==> config.mk <==
export PLATFORM = sky130hd
export DESIGN_NAME = esmc_sched
export DESIGN_NICKNAME = d
export VERILOG_FILES = /design/src/rtl/esmc_pkg.sv /design/src/rtl/esmc_tick_timer.sv /design/src/rtl/esmc_tx_req.sv /design/src/rtl/esmc_sched.sv
export SDC_FILE = /design/constraint.sdc
export NUM_CORES = 1
export LEC_CHECK = 0
export CAP_MARGIN = 5
export CORE_ASPECT_RATIO = 1.1
export CORE_MARGIN = 3
export CORE_UTILIZATION = 52
export DETAILED_ROUTE_END_ITERATION = 6
export HOLD_SLACK_MARGIN = 0.08
export PLACE_DENSITY = 0.78
export SYNTH_ARGS = -nofsm -noshare
export SYNTH_HDL_FRONTEND = slang
export SYNTH_SLANG_ARGS = --single-unit
==> constraint.sdc <==
create_clock -name clk -period 1.74 [get_ports clk]
set_input_delay 0.348 -clock clk [delete_from_list [all_inputs] [get_ports clk]]
set_output_delay 0.348 -clock clk [all_outputs]
set_load 0.05 [all_outputs]
==> src/rtl/esmc_pkg.sv <==
// Shared types for the status-message scheduler.
package esmc_pkg;
    typedef enum logic {
        MSG_INFO  = 1'b0,
        MSG_EVENT = 1'b1
    } msg_kind_e;

    localparam int QL_W = 4;
    localparam logic [QL_W-1:0] QL_DNU = 4'hF;
endpackage

==> src/rtl/esmc_tick_timer.sv <==
// Tick counter with a terminal count.
// Counts tick pulses. `hit` is high in the cycle of the LIMIT-th tick.
// With WRAP=1 the count returns to zero after a hit; with WRAP=0 it saturates.
// Assumes LIMIT >= 2. A clear has priority over a tick and suppresses hit.
module esmc_tick_timer #(
    parameter int LIMIT = 4,
    parameter bit WRAP  = 1'b1
) (
    input  logic clk,
    input  logic rst_n,
    input  logic clr,
    input  logic tick,
    output logic hit
);
    localparam int CW = $clog2(LIMIT + 1);
    localparam logic [CW-1:0] LAST = CW'(LIMIT - 1);

    logic [CW-1:0] cnt;
    logic          at_last;

    assign at_last = (cnt == LAST);
    assign hit     = tick && at_last && !clr;

    // Count ticks; on terminal count either wrap or hold.
    generate
        if (WRAP) begin : g_wrap
            always_ff @(posedge clk) begin
                if (!rst_n || clr)  cnt <= '0;
                else if (tick)      cnt <= at_last ? '0 : cnt + 1'b1;
            end
        end else begin : g_sat
            always_ff @(posedge clk) begin
                if (!rst_n || clr)          cnt <= '0;
                else if (tick && !at_last)  cnt <= cnt + 1'b1;
            end
        end
    endgenerate
endmodule

==> src/rtl/esmc_tx_req.sv <==
// Transmit request holder.
// Holds one outstanding request and its kind until acknowledged.
// An event trigger always (re)arms as event; a periodic deadline arms an info
// request only when nothing is outstanding or the current one is being acked.
module esmc_tx_req
    import esmc_pkg::*;
(
    input  logic      clk,
    input  logic      rst_n,
    input  logic      port_en,
    input  logic      ev_due,
    input  logic      info_due,
    input  logic      ack,
    output logic      req,
    output msg_kind_e kind
);
    // Arm, upgrade, or clear the pending request.
    always_ff @(posedge clk) begin
        if (!rst_n || !port_en) begin
            req  <= 1'b0;
            kind <= MSG_INFO;
        end else if (ev_due) begin
            req  <= 1'b1;
            kind <= MSG_EVENT;
        end else if (info_due && (!req || ack)) begin
            req  <= 1'b1;
            kind <= MSG_INFO;
        end else if (ack) begin
            req  <= 1'b0;
        end
    end
endmodule

==> src/rtl/esmc_sched.sv <==
// Status-message scheduler and receive timeout monitor for one port.
// Issues periodic info and immediate event send requests; forces the
// do-not-use level on the port feeding the reference; declares the port
// clock lost after TIMEOUT_SEC silent seconds. Assumes single-cycle pulses on
// ref_chg and rx_info, and tick pulses at TICKS_PER_SEC per second.
module esmc_sched
    import esmc_pkg::*;
#(
    parameter int TICKS_PER_SEC = 1000,
    parameter int TIMEOUT_SEC   = 5
) (
    input  logic            clk,
    input  logic            rst_n,
    input  logic            port_en,
    input  logic            tick,
    input  logic [QL_W-1:0] ref_ql,
    input  logic            ref_chg,
    input  logic            trace_port,
    input  logic            rx_info,
    input  logic            tx_ack,
    output logic            tx_req,
    output logic            tx_event,
    output logic [QL_W-1:0] tx_ql,
    output logic            ref_lost
);
    localparam int RX_LIMIT = TIMEOUT_SEC * TICKS_PER_SEC;

    logic      ev_due;
    logic      info_due;
    logic      rx_hit;
    msg_kind_e kind;

    assign ev_due = port_en && ref_chg;

    // Periodic information timer, restarted by an event or disable.
    esmc_tick_timer #(.LIMIT(TICKS_PER_SEC), .WRAP(1'b1)) u_tx_timer (
        .clk  (clk),
        .rst_n(rst_n),
        .clr  (!port_en || ref_chg),
        .tick (tick),
        .hit  (info_due)
    );

    // Receive silence timer, restarted by each received message.
    esmc_tick_timer #(.LIMIT(RX_LIMIT), .WRAP(1'b0)) u_rx_timer (
        .clk  (clk),
        .rst_n(rst_n),
        .clr  (!port_en || rx_info),
        .tick (tick),
        .hit  (rx_hit)
    );

    esmc_tx_req u_req (
        .clk     (clk),
        .rst_n   (rst_n),
        .port_en (port_en),
        .ev_due  (ev_due),
        .info_due(info_due),
        .ack     (tx_ack),
        .req     (tx_req),
        .kind    (kind)
    );

    assign tx_event = (kind == MSG_EVENT);

    // Loop prevention: the reference-feeding port advertises do-not-use.
    assign tx_ql = trace_port ? QL_DNU : ref_ql;

    // Lost flag: set on timeout, cleared by reception or disable.
    always_ff @(posedge clk) begin
        if (!rst_n || !port_en || rx_info) ref_lost <= 1'b0;
        else if (rx_hit)                   ref_lost <= 1'b1;
    end
endmodule

== Word level (Yosys, flattened, before mapping) ==
Index checks and enable logic that the tools add are counted.

* Latch bits: 0
* Output and inout bits: 7
* Word-level logic and storage cells: 38
* Bits in writable memories: 0
* Flip-flop bits (word level): 26
* Memory bits (read-only): 0
* Memories: 0

* Reductions and logical operators: 22
* Shift operators: 0
* Eq/ne operators: 2
* Add/sub/neg operators: 2
* Bitwise operators: 0
* Divide/modulo/power cells: 0
* Multipliers: 0
* Mux-type cells: 7
* Order comparisons: 0

{| class="wikitable"
|+ Operators with widths
! operator !! count
|-
| $add 13x1->13 const B || 1
|-
| $eq 13x13->1 const B || 1
|-
| $add 10x1->10 const B || 1
|-
| $eq 10x10->1 const B || 1
|-
| $mux 10 || 1
|-
| $logic_and 1x1->1 || 7
|-
| $logic_or 1x1->1 || 7
|-
| $logic_not 1->1 || 6
|-
| $mux 1 || 5
|-
| $mux 4 || 1
|-
| $reduce_bool 3->1 || 1
|-
| $reduce_bool 2->1 || 1
|}

== Logic depth before layout (Yosys ltp) ==
Gate-level depths: netlist (run 1).

* Depth in word-level cells: 7
* Gate-level depth with buffers: 5
* Mapped depth without buffers: 5

== Modules after synthesis ==
A second synthesis (run 1) with hierarchy kept.

* Cells, all modules: 145
* Area, all modules: 1317.5 sq um

{| class="wikitable"
|+ Modules (own cells, without submodules)
! module !! times used !! area an instance (sq um) !! cells each
|-
| esmc_tick_timer at u_rx_timer || 1 || 651.9 || 72
|-
| esmc_tick_timer at u_tx_timer || 1 || 488.0 || 54
|-
| esmc_sched || 1 || 88.8 || 10
|-
| esmc_tx_req || 1 || 88.8 || 9
|}

== Least setup slack after synthesis (run 1) ==
Ideal clock, no wire load.

* Path kind: flip-flop to flip-flop
* Start point: register u_rx_timer.cnt[5]
* End point: register u_rx_timer.cnt[0]
* Library setup time: 114 ps
* Setup slack: 210 ps
* Data arrival time: 1416 ps
* Buffers on the path: 0
* Stages on the path, launching flop included: 5
* Cell sequence: dfxtp_1 -> or4b_4 -> o31ai_4 -> xor2_1 -> nor2_1

* Cells in the longest elaborated chain, start to end: 3

{| class="wikitable"
|+ Ends and longest elaborated chain
! item !! RTL line !! text
|-
| start: declaration || esmc_tick_timer.sv:18 || <nowiki>logic [CW-1:0] cnt;</nowiki>
|-
| start signal: assignment || esmc_tick_timer.sv:34 || <nowiki>else if (tick && !at_last) cnt <= cnt + 1'b1;</nowiki>
|-
| $eq 13x13->1 || esmc_tick_timer.sv:21 || <nowiki>assign at_last = (cnt == LAST);</nowiki>
|-
| $logic_not 1->1 || esmc_tick_timer.sv:34 ||
|-
| $logic_and 1x1->1 || esmc_tick_timer.sv:34 ||
|}

Every way passes these cells.
A chain may end at the register's enable or synchronous reset.

== Worst setup path in the final report (run 1) ==
* Start point: register u_rx_timer.cnt[6]
* End point: register u_rx_timer.cnt[0]

The elaborated chain is that of the path after synthesis.

==> run summary, run 1 <==
Mapped Cells -> 137
MaxCap Viol Count -> 0
Leakage -> 0.5219 nW
Max Slew Vio Count -> 0
Top cells by count, synth -> dfxtp_1, nor2_1, xor2_1
Final setup skew -> 0.0009437 ns
Total Wirelength -> 2531 um
Later-pin clock latency in the skew report -> 0.32 ns
Syn nets -> 151
R2r setup slk -> 0.08 ns
I/O pins -> 19
Top-area cell type share of the netlist area -> 0.4302
Die area -> 2942 sq um
Yosys warns -> 0
Critical Path Fanout Max -> 5
Reg2reg end -> u_rx_timer.cnt[0]
Crit Path Category -> reg2reg
Core box area -> 2106 sq um
Remaining global-route overflow -> 0
Finished Layout Cells -> 191
# placed instances -> 185
Met1 WL -> 1047 um
Gpl congestion -> 0.7702
Hold path startpoint -> u_req.kind
Worst EP arrival -> 1.88 ns
Final Hold Violating Endpoints -> 0
Total power density per cell area -> 676.0 nW/um^2
Routed vias -> 1060
Vias in the first global route -> 1052
Largest net degree at the start of global routing -> 15
Wire length on met3 -> 144 um
Cells on worst reg2reg path -> 5
Top FF cell, synth -> dfxtp_1
Antenna cells -> 0
Worst reg2reg startpoint -> u_rx_timer.cnt[6]
Peak VDD IR -> 0.7214 mV
Drt initial violations -> 19
Global-route wire length before repair -> 4312 um
HPWL after detailed placement -> 1866 um
Crit. End Element -> flop
CTS tree -> done
Total GRT Usage -> 0.1902
Hold Crit Class -> reg2reg
Residual DRC -> 0
Root Buffer -> clkbuf_4
Crit path time final -> 1.655 ns
Synth area leaders -> dfxtp_1, xor2_1, nor2_1
Area growth from synthesis to layout -> 23.27%
Register clock-pin slew on the reported worst setup and hold paths -> 0.13 ns
Worst Setup SP -> u_rx_timer.cnt[6]
Setup violators final -> 0
Status -> finished, final reports clean
Post-place instance area -> 1426 sq um
Sequential element share of the synthesized area -> 0.4302
Layout fillers -> 174
Period Utilization, post-route -> 0.9512
Initial core utilization -> 0.5746
CTS sink count -> 26
Post-synth top area cell -> dfxtp_1
Initial antenna violation count -> 0
TritonRoute pass-1 iters -> 4
Antenna-violating nets left -> 0
Top layer used by detailed routing -> met4
Met2 Routed Length -> 1298 um
Async set-or-reset flop fraction in the synthesized netlist -> 0
Share of post-route cells with drive strength above 1 -> 0.1779
Row cnt -> 17
Post-synthesis cell area -> 1210 sq um
# port buffers -> 18
Nets -> 178
Worst slew pin tran -> 0.4215 ns
CTS Hold Buffers Added -> 0
Clock buffer depth -> 2
Worst setup path endpoint -> u_rx_timer.cnt[0]
Chip width -> 51.99 um
Cts bufs inserted -> 3
Synth Area per Inst -> 8.831 sq um
Relative slew slack -> 0.7152
CP Launch Type -> flop
#FFs+latches synth -> 26
Design area -> 1491 sq um
H-tree depth -> 1
Most numerous cell in the Yosys netlist -> dfxtp_1
Count of cell types in the netlist -> 26
Critical Path RT -> 1.96 ns
Die height -> 56.59 um
WL/cell -> 13.25 um
Vias/cell -> 5.550
EDFF count, synth -> 0
Max Clock Freq -> 604.2 MHz
-- sequential cells by signal (all words and copies together) (netlist names) --
name,flops
u_rx_timer.cnt,13
u_tx_timer.cnt,10
ref_lost,1
u_req.kind,1
u_req.req,1
-- critical path: stages (launching register included) --
cell     delay [ns]
dfxtp_2        0.36
or4b_4         0.56
o31ai_4        0.30
buf_6          0.16
xor2_2         0.14
nor2_1         0.05
-- worst min path at each step --
| stage | to | slack (ns) | depth (start not counted) |
|---|---|---|---|
| global placement | ref_lost | 0.47 | 2 |
| detailed placement | u_req.kind | 0.48 | 2 |
| finish | u_req.kind | 0.49 | 2 |
| global route | u_req.kind | 0.53 | 2 |
| floorplan | u_rx_timer.cnt[1] | 0.46 | 2 |
| CTS | u_req.kind | 0.50 | 2 |
-- cells in the final DEF, fill, tap and decap left out --
| master | instances |
|---|---|
| clkbuf_4 | 3 |
| ha_1 | 2 |
| clkdlybuf4s50_1 | 11 |
| or3_1 | 2 |
| dfxtp_2 | 2 |
| a21oi_1 | 5 |
| nor3_1 | 3 |
| or2_2 | 5 |
| and2_1 | 2 |
| nand2_1 | 10 |
| xor2_2 | 1 |
| or4b_4 | 2 |
| and3_1 | 2 |
| o21ai_1 | 3 |
| buf_4 | 13 |
| nor4bb_1 | 1 |
| clkbuf_8 | 1 |
| o21ai_0 | 1 |
| nor2b_1 | 1 |
| nor2_1 | 25 |
| mux2i_1 | 1 |
| xnor2_1 | 6 |
| o31ai_4 | 1 |
| dfxtp_1 | 24 |
| nor4_1 | 1 |
| nand3_1 | 4 |
| xor2_1 | 12 |
| nand4_1 | 12 |
| and4_1 | 4 |
| buf_6 | 1 |
| inv_1 | 2 |
-- logic make-up after synthesis --
family | share of synthesized area
AO/OA/AOI/OAI | 0.05480
XOR/XNOR | 0.1375
adder cells (fa/ha/maj) | 0.02068
buffers and inverters | 0.02172
flip-flops | 0.4302
multiplexers | 0.008273
AND/OR/NAND/NOR | 0.3268
-- cell type report --
type	count	area [sq um]	share of cell area
Sequential cell	26	523.0	0.3507
Multi-Input combinational cell	106	670.6	0.4497
Inverter	2	7.507	0.005034
Tap cell	28	35.03	0.02349
Clock buffer	4	36.28	0.02433
Timing Repair Buffer	25	219.0	0.1468
-- routing by layer --
layer,up-vias,global-route usage
li1,527,-
met1,499,0.2191
met2,29,0.3303
met3,5,0.04244
met4,0,0.07491
met5,-,0
-- report_power, final --
group          internal (mW)  total, mW  switching, mW
clock                  0.128      0.301          0.173
sequential             0.599      0.602        0.00300
combinational         0.0497      0.105         0.0554
-- per-stage QoR --
stage / hold WS [ns] / util / power, mW / setup slack (ns) / TNS, ns
after global placement: 0.4681 / 0.6774 / 0.7125 / 0.01205 / 0
after floorplan: 0.4628 / - / 0.6680 / 0.2097 / 0
after global routing: 0.5309 / 0.7083 / 1.043 / -0.07284 / -0.6534
final: 0.4928 / 0.7083 / 1.008 / 0.08491 / 0
after detailed placement: 0.4774 / 0.6774 / 0.7145 / -0.05710 / -0.08904
after CTS: 0.4963 / 0.6946 / 1.012 / 0.02140 / 0
-- timing repair --
action,in CTS,in global routing
hold endpoints to repair,0,0
buffers inserted,0,2
setup endpoints to repair,0,2
resized for setup,0,4
(Power assumes the default switching activity.)
==> run 2, diff against run 1 <==
ABC_CLOCK_PERIOD_IN_PS = 1740   (was default)
==> results of run 2 <==
No change in the layout: final DEF, timing and power equal those of run 1.
